<file path="config.mk">
export PLATFORM = sky130hd
export DESIGN_NAME = msix_fetch_seq
export DESIGN_NICKNAME = d
export VERILOG_FILES = /design/src/rtl/msix_fetch_pkg.sv /design/src/rtl/msix_vec_cache.sv /design/src/rtl/msix_seq_ctrl.sv /design/src/rtl/msix_fetch_seq.sv
export SDC_FILE = /design/constraint.sdc
export NUM_CORES = 1
export LEC_CHECK = 0
export BUFFER_PORTS_ARGS = -buffer_cell sky130_fd_sc_hd__buf_2
export CAP_MARGIN = 20
export CORE_UTILIZATION = 35
export CTS_BUF_LIST = sky130_fd_sc_hd__clkbuf_4
export DETAILED_ROUTE_END_ITERATION = 12
export SLEW_MARGIN = 10
export SYNTH_ARGS = -nofsm -noshare
export SYNTH_HDL_FRONTEND = slang
export SYNTH_SLANG_ARGS = --single-unit
</file>
<file path="constraint.sdc">
create_clock -name clk -period 12.1 [get_ports clk]
set_input_delay 0.605 -clock clk [delete_from_list [all_inputs] [get_ports clk]]
set_output_delay 0.605 -clock clk [all_outputs]
set_load 0.1 [all_outputs]
</file>
<file path="src/rtl/msix_fetch_pkg.sv">
package msix_fetch_pkg;
  // entry layout in host memory: 16-byte stride, address word then data word
  localparam int unsigned STRIDE_LG = 4;
  localparam int unsigned DATA_OFS  = 8;

  typedef enum logic [2:0] {
    S_IDLE,
    S_ADDR_REQ,
    S_ADDR_WAIT,
    S_DATA_REQ,
    S_DATA_WAIT,
    S_SEND
  } seq_state_t;
endpackage

</file>
<file path="src/rtl/msix_vec_cache.sv">
module msix_vec_cache #(
  parameter int unsigned ENTRIES = 8,
  parameter int unsigned VEC_W   = 11,
  parameter int unsigned ADDR_W  = 64,
  parameter int unsigned DATA_W  = 32
) (
  input  logic              clk,
  input  logic              rst_n,
  input  logic [VEC_W-1:0]  look_vec,
  output logic              hit,
  output logic [ADDR_W-1:0] hit_addr,
  output logic [DATA_W-1:0] hit_data,
  input  logic              fill_en,
  input  logic [VEC_W-1:0]  fill_vec,
  input  logic [ADDR_W-1:0] fill_addr,
  input  logic [DATA_W-1:0] fill_data,
  input  logic              flush
);
  localparam int unsigned IDX_W = (ENTRIES > 1) ? $clog2(ENTRIES) : 1;

  logic [ENTRIES-1:0] vld_q;
  logic [ENTRIES-1:0] match;
  logic [VEC_W-1:0]   tag_q  [ENTRIES];
  logic [ADDR_W-1:0]  addr_q [ENTRIES];
  logic [DATA_W-1:0]  data_q [ENTRIES];
  logic [IDX_W-1:0]   rr_q;

  for (genvar g = 0; g < ENTRIES; g++) begin : g_cmp
    assign match[g] = vld_q[g] && (tag_q[g] == look_vec);
  end

  always_comb begin
    hit_addr = '0;
    hit_data = '0;
    for (int i = 0; i < ENTRIES; i++) begin
      if (match[i]) begin
        hit_addr = hit_addr | addr_q[i];
        hit_data = hit_data | data_q[i];
      end
    end
  end
  assign hit = |match;

  always_ff @(posedge clk) begin
    if (!rst_n) begin
      vld_q <= '0;
      rr_q  <= '0;
    end else if (flush) begin
      vld_q <= '0;
    end else if (fill_en) begin
      vld_q[rr_q]  <= 1'b1;
      tag_q[rr_q]  <= fill_vec;
      addr_q[rr_q] <= fill_addr;
      data_q[rr_q] <= fill_data;
      rr_q <= (rr_q == IDX_W'(ENTRIES - 1)) ? '0 : rr_q + 1'b1;
    end
  end


  single_match_chk: assert property (@(posedge clk) disable iff (!rst_n)
    $onehot0(match));

  flush_empties_chk: assert property (@(posedge clk) disable iff (!rst_n)
    flush |=> !hit);
endmodule

</file>
<file path="src/rtl/msix_seq_ctrl.sv">
module msix_seq_ctrl
  import msix_fetch_pkg::*;
#(
  parameter int unsigned VEC_W  = 11,
  parameter int unsigned ADDR_W = 64,
  parameter int unsigned DATA_W = 32,
  parameter int unsigned TAG_W  = 5
) (
  input  logic              clk,
  input  logic              rst_n,
  input  logic [ADDR_W-1:0] tbl_base,
  input  logic              inv,
  input  logic              irq_valid,
  output logic              irq_ready,
  input  logic [VEC_W-1:0]  irq_vec,
  input  logic              c_hit,
  input  logic [ADDR_W-1:0] c_addr,
  input  logic [DATA_W-1:0] c_data,
  output logic              fill_en,
  output logic [VEC_W-1:0]  fill_vec,
  output logic [ADDR_W-1:0] fill_addr,
  output logic [DATA_W-1:0] fill_data,
  output logic              rd_req_valid,
  input  logic              rd_req_ready,
  output logic [ADDR_W-1:0] rd_req_addr,
  output logic [TAG_W-1:0]  rd_req_tag,
  input  logic              rd_cpl_valid,
  input  logic [TAG_W-1:0]  rd_cpl_tag,
  input  logic [ADDR_W-1:0] rd_cpl_data,
  output logic              wr_valid,
  input  logic              wr_ready,
  output logic [ADDR_W-1:0] wr_addr,
  output logic [DATA_W-1:0] wr_data
);
  seq_state_t        st_q;
  logic [VEC_W-1:0]  vec_q;
  logic [ADDR_W-1:0] addr_q;
  logic [DATA_W-1:0] data_q;
  logic [TAG_W-1:0]  next_tag_q, out_tag_q;
  logic              stale_q;
  logic              use_hit, cpl_ok;
  logic [ADDR_W-1:0] entry_base;

  // an invalidate in the lookup cycle wins over the hit
  assign use_hit    = c_hit && !inv;
  assign cpl_ok     = rd_cpl_valid && (rd_cpl_tag == out_tag_q);
  assign entry_base = tbl_base + (ADDR_W'(vec_q) << STRIDE_LG);

  assign irq_ready    = (st_q == S_IDLE);
  assign rd_req_valid = (st_q == S_ADDR_REQ) || (st_q == S_DATA_REQ);
  assign rd_req_addr  = (st_q == S_DATA_REQ) ? entry_base + ADDR_W'(DATA_OFS) : entry_base;
  assign rd_req_tag   = next_tag_q;
  assign wr_valid     = (st_q == S_SEND);
  assign wr_addr      = addr_q;
  assign wr_data      = data_q;

  assign fill_en   = (st_q == S_DATA_WAIT) && cpl_ok && !stale_q && !inv;
  assign fill_vec  = vec_q;
  assign fill_addr = addr_q;
  assign fill_data = rd_cpl_data[DATA_W-1:0];

  always_ff @(posedge clk) begin
    if (!rst_n) begin
      st_q       <= S_IDLE;
      vec_q      <= '0;
      addr_q     <= '0;
      data_q     <= '0;
      next_tag_q <= '0;
      out_tag_q  <= '0;
      stale_q    <= 1'b0;
    end else begin
      if (inv && st_q != S_IDLE) stale_q <= 1'b1;
      unique case (st_q)
        S_IDLE: if (irq_valid) begin
          vec_q   <= irq_vec;
          stale_q <= 1'b0;
          if (use_hit) begin
            addr_q <= c_addr;
            data_q <= c_data;
            st_q   <= S_SEND;
          end else begin
            st_q <= S_ADDR_REQ;
          end
        end
        S_ADDR_REQ, S_DATA_REQ: if (rd_req_ready) begin
          out_tag_q  <= next_tag_q;
          next_tag_q <= next_tag_q + 1'b1;
          st_q       <= (st_q == S_ADDR_REQ) ? S_ADDR_WAIT : S_DATA_WAIT;
        end
        S_ADDR_WAIT: if (cpl_ok) begin
          addr_q <= rd_cpl_data;
          st_q   <= S_DATA_REQ;
        end
        S_DATA_WAIT: if (cpl_ok) begin
          data_q <= rd_cpl_data[DATA_W-1:0];
          st_q   <= S_SEND;
        end
        S_SEND: if (wr_ready) st_q <= S_IDLE;
        default: st_q <= S_IDLE;
      endcase
    end
  end


  one_irq_chk: assert property (@(posedge clk) disable iff (!rst_n)
    (irq_valid && irq_ready) |=> !irq_ready);

  wr_hold_chk: assert property (@(posedge clk) disable iff (!rst_n)
    (wr_valid && !wr_ready) |=> (wr_valid && $stable(wr_addr) && $stable(wr_data)));

  rd_hold_chk: assert property (@(posedge clk) disable iff (!rst_n)
    (rd_req_valid && !rd_req_ready) |=> (rd_req_valid && $stable(rd_req_addr)));

  single_read_chk: assert property (@(posedge clk) disable iff (!rst_n)
    (rd_req_valid && rd_req_ready) |=> !rd_req_valid);
endmodule

</file>
<file path="src/rtl/msix_fetch_seq.sv">
module msix_fetch_seq #(
  parameter int unsigned ENTRIES = 8,
  parameter int unsigned VEC_W   = 11,
  parameter int unsigned ADDR_W  = 64,
  parameter int unsigned DATA_W  = 32,
  parameter int unsigned TAG_W   = 5
) (
  input  logic              clk,
  input  logic              rst_n,
  input  logic [ADDR_W-1:0] tbl_base,
  input  logic              inv,
  input  logic              irq_valid,
  output logic              irq_ready,
  input  logic [VEC_W-1:0]  irq_vec,
  output logic              rd_req_valid,
  input  logic              rd_req_ready,
  output logic [ADDR_W-1:0] rd_req_addr,
  output logic [TAG_W-1:0]  rd_req_tag,
  input  logic              rd_cpl_valid,
  input  logic [TAG_W-1:0]  rd_cpl_tag,
  input  logic [ADDR_W-1:0] rd_cpl_data,
  output logic              wr_valid,
  input  logic              wr_ready,
  output logic [ADDR_W-1:0] wr_addr,
  output logic [DATA_W-1:0] wr_data
);
  logic              c_hit, fill_en;
  logic [ADDR_W-1:0] c_addr, fill_addr;
  logic [DATA_W-1:0] c_data, fill_data;
  logic [VEC_W-1:0]  fill_vec;

  msix_vec_cache #(.ENTRIES(ENTRIES), .VEC_W(VEC_W), .ADDR_W(ADDR_W), .DATA_W(DATA_W)) u_cache (
    .clk(clk), .rst_n(rst_n), .look_vec(irq_vec),
    .hit(c_hit), .hit_addr(c_addr), .hit_data(c_data),
    .fill_en(fill_en), .fill_vec(fill_vec), .fill_addr(fill_addr), .fill_data(fill_data),
    .flush(inv)
  );

  msix_seq_ctrl #(.VEC_W(VEC_W), .ADDR_W(ADDR_W), .DATA_W(DATA_W), .TAG_W(TAG_W)) u_ctrl (
    .clk(clk), .rst_n(rst_n), .tbl_base(tbl_base), .inv(inv),
    .irq_valid(irq_valid), .irq_ready(irq_ready), .irq_vec(irq_vec),
    .c_hit(c_hit), .c_addr(c_addr), .c_data(c_data),
    .fill_en(fill_en), .fill_vec(fill_vec), .fill_addr(fill_addr), .fill_data(fill_data),
    .rd_req_valid(rd_req_valid), .rd_req_ready(rd_req_ready),
    .rd_req_addr(rd_req_addr), .rd_req_tag(rd_req_tag),
    .rd_cpl_valid(rd_cpl_valid), .rd_cpl_tag(rd_cpl_tag), .rd_cpl_data(rd_cpl_data),
    .wr_valid(wr_valid), .wr_ready(wr_ready), .wr_addr(wr_addr), .wr_data(wr_data)
  );
endmodule

</file>
==> results of run 1 <==
-- per-layer routing --
layer  routed length (µm)  track usage
met1                48800        0.257
met2                53800        0.310
met3                 8040       0.0433
met4                 2400       0.0608
met5                   16            0
-- power groups by stage --
stage / clock network (mW) / registers, mW / logic, mW
finish: 2.80 / 3.70 / 0.479
global route: 3.05 / 3.70 / 0.507
CTS: 2.88 / 3.70 / 0.479
detailed placement: 0 / 3.78 / 0.455
global placement: 0 / 3.78 / 0.453
floorplan: 0 / 3.79 / 0.304
-- state kept, by name, summed over array words and instances, names as in the netlist --
signal / flops
u_cache.addr_q: 512
u_cache.tag_q: 88
u_cache.vld_q: 8
u_ctrl.fill_vec: 11
u_cache.data_q: 256
u_cache.rr_q: 3
u_ctrl.stale_q: 1
u_ctrl.wr_data: 32
u_ctrl.st_q: 3
u_ctrl.out_tag_q: 5
u_ctrl.fill_addr: 64
u_ctrl.rd_req_tag: 5
-- synthesized netlist by cell type, drive strengths merged, types with 42 or more instances --
library cell,count,area share
edfxtp,856,0.64
a22o,97,0.021
buf,47,0.0056
and2,109,0.017
xnor2,166,0.036
o21ai,205,0.026
nor2,67,0.0063
clkbuf,129,0.012
dfxtp,132,0.066
a22oi,193,0.036
nand3,42,0.0057
nand4,144,0.023
nor3,45,0.0060
a221oi,96,0.021
nand2,192,0.018
-- final timing paths --
check / cells after the start / start / slack (ps) / to
max: 12 / u_ctrl.fill_vec[1] / 5500 / rd_req_addr[54]
min: 5 / rd_cpl_valid / 190 / u_cache.rr_q[0]
max reg2reg: 9 / u_ctrl.st_q[2] / 6240 / u_cache.addr_q[0][43]
min reg2reg: 2 / u_ctrl.out_tag_q[0] / 480 / u_ctrl.out_tag_q[0]
-- cell type report --
type                    count  area [µm²]  area share
diodes                      5        12.5    0.000265
clock buffers             377        2830      0.0600
clock inverters            73         437     0.00925
inverters                  12        45.0    0.000955
multi-input cells        1615       11000       0.233
flip-flops and latches    988       28300       0.601
well taps                1500        1880      0.0398
repair buffers            431        2670      0.0565
-- metrics by stage --
| step | instance area, µm² | std cells | worst slack, ps | hold WS [ps] |
|---|---|---|---|---|
| 2_1_floorplan | 39900 | 2791 | 1890 | 436 |
| 3_3_place_gp | 43100 | 4465 | 6290 | 470 |
| 3_5_place_dp | 43100 | 4466 | 6150 | 476 |
| 4_1_cts | 47200 | 4996 | 5300 | 54.0 |
| 5_1_grt | 47200 | 4998 | 4950 | 117 |
| 6_report | 47200 | 5001 | 5500 | 193 |
-- logic make-up (layout without fill, tap and decap cells) --
| logic type | Yosys count | in the layout | share of synthesized area |
|---|---|---|---|
| flops | 988 | 988 | 0.710 |
| other cells | 0 | 5 | 0 |
| xor+xnor | 205 | 205 | 0.0449 |
| simple gates | 693 | 693 | 0.0953 |
| mux | 4 | 4 | 0.00103 |
| compound gates | 697 | 697 | 0.125 |
| buf+inv | 188 | 893 | 0.0189 |
| fa+ha+maj | 16 | 16 | 0.00520 |
-- worst max-delay path: cells and delay by family (launching register included) --
kind	cells	cell delay, ps
AND/OR/NAND/NOR	4	1510
AO/OA/AOI/OAI	4	1450
flip-flops	1	590
XOR/XNOR	2	540
buffers and inverters	1	490
adder cells (fa/ha/maj)	1	320
==> metrics.md, run 1 <==
| Metric | Value |
|---|---|
| Status | `completed` |
| Vias | `26.5k` |
| Worst path max stage delay | `600 ps` |
| CP max stage cell | `or4b_4` |
| Most frequent cells in the layout | `856 x edfxtp_1, 377 x clkbuf_4, 312 x buf_2` |
| CP required | `11490 ps` |
| Core region area | `0.113 mm²` |
| Vert. Die Dim | `340 µm` |
| Power share of the clock group | `0.401` |
| Max-slew violation count | `0` |
| Kind of critical path | `reg2out` |
| Max H-tree Level | `4` |
| Final core occ | `0.418` |
| Worst-skew pair later-pin latency | `1140 ps` |
| First-pass GRT wire length | `168 mm` |
| Main synth FF type | `edfxtp_1` |
| HP Class | `in2reg` |
| CTS tree | `yes` |
| Most common cell after layout, fill and taps aside | `edfxtp_1` |
| Post-CTS resize count | `0` |
| 1st-pass router iterations | `6` |
| Largest net degree at the start of global routing | `98` |
| GP Congestion | `0.893` |
| Leak pwr | `14.8 nW` |
| Net Switching | `1.73 mW` |
| Ys async rst share | `0` |
| Rel. slew slack | `0.276` |
| Die X | `340 µm` |
| Setup violators final | `0` |
| Sum Neg Setup Slack | `0 ps` |
| Net Sw Frac | `0.247` |
| Yosys warning total | `0` |
| Nets@finish | `3454` |
| Antenna viol nets, final | `0` |
| RSZ-0062 raised after global routing | `no` |
| Syn Nets | `2958` |
| Synthesis-to-finish area growth | `18.1%` |
| IO Pins | `319` |
| Die area | `0.115 mm²` |
| Cts bufs inserted | `239` |
| Worst-margin pin slew | `1090 ps` |
| Vias in the first global route | `26.1k` |
| Cell mode on critical path | `xnor2_1` |
| Power per cell area | `148 mW/mm²` |
| Number of flops mapped to enable cells by yosys | `856` |
| Sequential-to-total area share from yosys stat | `0.710` |
| Period utilization | `0.546` |
| Worst-path fanout max | `11` |
| HPWL Detailed | `63.3 mm` |
| Final min period | `6600 ps` |
| Max Cap Viol | `0` |
| Synth unique cells | `84` |
| PortBufs | `312` |
| Row count | `123` |
| Initial antenna violation count | `8` |
| Syn Area/Cell | `14.3 µm²` |
| Num Clock Sinks | `988` |
| Skew final | `110 ps` |
| Seq pwr share | `0.530` |
| CP Capture Type | `output port` |
| Post-CTS Setup Bufs | `0` |
| PnR Total Power | `6.98 mW` |
| Total internal power | `5.26 mW` |
| Reg clk slew, reported paths | `60 ps` |
| Comb power frac | `0.069` |
| Post-synthesis register bit count | `988` |
| Cts hold-fix bufs | `80` |
| Total Routing Usage GR | `0.192` |
| CP Launch Type | `flip-flop` |
| Detailed Route WL | `113 mm` |
| Fill cell count | `10.4k` |
| Syn Std Cell Area | `0.0399 mm²` |
| Initial DRC count | `2168` |
| Drt via density | `5.30` |
| GR Overflow Total | `0` |
| Crit path DAT | `6000 ps` |
| Clock buffer depth | `3` |
| Share of cells above drive strength 1 | `0.232` |
| Worst-path cell chain | `ha_1, a211oi_1, o21ai_0, a22oi_1, xnor2_1, o2111ai_1, or3_1, or4b_4, nor4_4, nand3_1, xnor2_1, buf_2` |
| Max Fclk | `151 MHz` |
| Final hold vios | `0` |
| Post-Synthesis Cells | `2791` |
| Worst VDD drop | `84.4 µV` |
| Root Buffer | `clkbuf_4` |
| DR DRC count | `0` |
| WL/cell | `22.6 µm` |
| Initial cell density of the core | `0.354` |
(Power assumes the default switching activity.)
==> run 2, diff against run 1 <==
clock period = 5.4 ns   (was 12.1 ns; I/O delays follow)
==> metrics.md, run 2 (synthesis gave the netlist of run 1 again) <==
| Metric | Value |
|---|---|
| CP Launch Type | `flip-flop` |
| Worst Reg2Reg Path Length in Cells | `10 (+1)` |
| IO Pins | `319 (unchanged)` |
| Design area | `0.0494 mm² (+4.6%)` |
| Clock buffer depth | `3 (unchanged)` |
| Fin Hold WS | `117 ps (-75.9 ps)` |
| Nets@finish | `3569 (+3.3%)` |
| Crit-path leading delay family | `simple AND/OR/NAND/NOR gates` |
| Final min period | `5210 ps` |
| Crit path DAT | `4940 ps (-1060 ps)` |
| R2r startpoint | `u_ctrl.out_tag_q[1]` |
| Most flops, register | `u_cache.addr_q` |
| Worst VDD drop | `206 µV (+140%)` |
| Antenna viol nets, final | `0 (unchanged)` |
| Worst-margin pin slew | `1110 ps (+28.0 ps)` |
| Initial DRC count | `2223 (+2.5%)` |
| HPWL Detailed | `64.3 mm (+1.5%)` |
| Reg clk slew, reported paths | `60 ps (about the same)` |
| Max H-tree Level | `4 (unchanged)` |
| Post-placement cell area | `0.0440 mm² (+2.1%)` |
| Biggest registers after layout | `u_cache.addr_q (512), u_cache.data_q (256), u_cache.tag_q (88)` |
| Vias in the first global route | `27.0k (+3.4%)` |
| Period utilization | `0.965` |
| Initial cell density of the core | `0.354 (unchanged)` |
| Hold path cells | `2 (-3)` |
| Total Routing Usage GR | `0.196 (+0.00314)` |
| Sum Neg Setup Slack | `0 ps (unchanged)` |
| RR Endpoint | `u_cache.data_q[6][27]` |
| Vias | `27.1k (+2.4%)` |
| Detailed Route WL | `116 mm (+2.3%)` |
| Final hold vios | `0 (unchanged)` |
| CTS tree | `yes` |
| Vert. Die Dim | `340 µm (unchanged)` |
| Max-slew violation count | `0 (unchanged)` |
| Cts bufs inserted | `241 (+0.84%)` |
| CP max stage cell | `or4_4` |
| PortBufs | `312 (unchanged)` |
| Max Fclk | `192 MHz` |
| Final WS setup | `189 ps (-5310 ps)` |
| Num Clock Sinks | `988 (unchanged)` |
| Share of cells above drive strength 1 | `0.253 (+0.0216)` |
| Setup violators final | `0 (unchanged)` |
| DR DRC count | `0 (unchanged)` |
| CP Capture Type | `output port` |
| Hold Path Origin | `rd_cpl_data[7]` |
| Row count | `123 (unchanged)` |
| Max Cap Viol | `0 (unchanged)` |
| Die area | `0.115 mm² (unchanged)` |
| Rel. slew slack | `0.258 (-0.0187)` |
| 1st-pass router iterations | `5 (-1)` |
| Worst Path Buf+Inv | `3 (+2)` |
| Worst-skew pair later-pin latency | `1130 ps (about the same)` |
| Cell mode on critical path | `a21o_4` |
| Synthesis-to-finish area growth | `23.6%` |
| Worst-path cell chain | `ha_4, inv_2, fa_2, nand2b_4, a21o_4, a21o_4, a21o_1, or4_4, a211oi_4, or3b_4, nor3_4, buf_4, nand4_1, xnor2_2, buf_12` |
| Setup Slack @ Placement | `415 ps (-5740 ps)` |
| Worst-path fanout max | `7 (-4)` |
| Drt via density | `5.30 (about the same)` |
| RSZ-0062 raised after global routing | `yes` |
| Status | `completed` |
| CP required | `5130 ps (-6360 ps)` |
| WL/cell | `22.6 µm (about the same)` |
| Root Buffer | `clkbuf_4` |
| First-pass GRT wire length | `170 mm (+1.5%)` |
| Leak pwr | `15.7 nW (+6.3%)` |
| Core region area | `0.113 mm² (unchanged)` |
| Reg2Reg Setup Slack | `990 ps (-5250 ps)` |
| Power per cell area | `322 mW/mm² (+120%)` |
| Largest net degree at the start of global routing | `97 (-1.0%)` |
| HP Class | `in2reg` |
| Worst path max stage delay | `460 ps (-140 ps)` |
| GP Congestion | `0.890 (-0.35%)` |
| GR Overflow Total | `0 (unchanged)` |
| Most common cell after layout, fill and taps aside | `edfxtp_1` |
| Most frequent cells in the layout | `856 x edfxtp_1, 381 x clkbuf_4, 278 x buf_2` |
| Initial antenna violation count | `11 (+3)` |
| PnR Total Power | `15.9 mW (+130%)` |
| Largest register FFs | `512 (unchanged)` |
| Kind of critical path | `reg2out` |
| Skew final | `113 ps (+2.68 ps)` |
| Die X | `340 µm (unchanged)` |
| WHS Endpoint | `u_cache.data_q[7][7]` |
[run 2: changes by cell type in the layout (fill, tap and decap cells not counted), moves of 11 or more]
cell and delta:
dlygate4sd3_1 +64, buf_2 -34, buf_4 +30, xnor2_1 -11, xnor2_2 +11, buf_12 +51
[run 2: worst max path at each step]
stage / startpoint / to / slack (ps) / depth (start not counted)
finish: u_ctrl.fill_vec[0] / rd_req_addr[60] / 190 / 15
global route: u_ctrl.fill_vec[4] / rd_req_addr[52] / -60 / 13
CTS: u_ctrl.fill_vec[0] / rd_req_addr[31] / 5 / 14
detailed placement: u_ctrl.fill_vec[6] / rd_req_addr[54] / 410 / 13
floorplan: u_ctrl.st_q[2] / u_cache.addr_q[4][0] / -1790 / 7
global placement: u_ctrl.fill_vec[6] / rd_req_addr[62] / 460 / 13
[run 2: layer usage]
| metal | wire (µm) | GRT usage | vias up |
|---|---|---|---|
| met5 | 45 | 0 | - |
| met1 | 49300 | 0.253 | 13625 |
| met4 | 2400 | 0.0625 | 8 |
| met3 | 8490 | 0.0479 | 159 |
| met2 | 55500 | 0.322 | 972 |
| li1 | - | - | 12379 |
[run 2: final cells by class]
| class | count | area (µm²) |
|---|---|---|
| Clock inverter | 77 | 463 |
| Antenna cell | 6 | 15.0 |
| Clock buffer | 381 | 2860 |
| Timing Repair Buffer | 544 | 4430 |
| Tap cell | 1500 | 1880 |
| Inverter | 12 | 45.0 |
| Sequential cell | 988 | 28400 |
| Fill cell | 10205 | 63400 |
| Multi-Input combinational cell | 1615 | 11300 |
[run 2: report_power, final]
part           switching, mW  internal (mW)  leakage [nW]  total (mW)
Sequential            0.0345           8.25          7.83        8.28
Clock                   3.00           3.37          1.97        6.38
Combinational          0.859          0.364          5.94        1.22
[run 2: worst reg2reg max path: stages, from the launching register on]
cell and delay [ps]:
dfxtp_1 320, xor2_1 160, nor4_1 330, nand3_1 260, dlygate4sd3_1 660, nor4_1 270, buf_4 200, nor2b_1 350
nand2_1 320, nor2_4 710, buf_4 470
[run 2: per-stage QoR]
step | utilization | std cells
2_1_floorplan | - | 2791
4_1_cts | 0.435 | 5101
6_report | 0.438 | 5123
5_1_grt | 0.438 | 5122
3_3_place_gp | 0.390 | 4486
3_5_place_dp | 0.390 | 4486
[run 2: what timing repair did]
action,in CTS,in global routing
buffers inserted,13,15
hold buffers,144,0
pin swaps,12,9
gates resized for setup,41,35
endpoints found under the setup margin,40,36
hold endpoints to repair,389,0
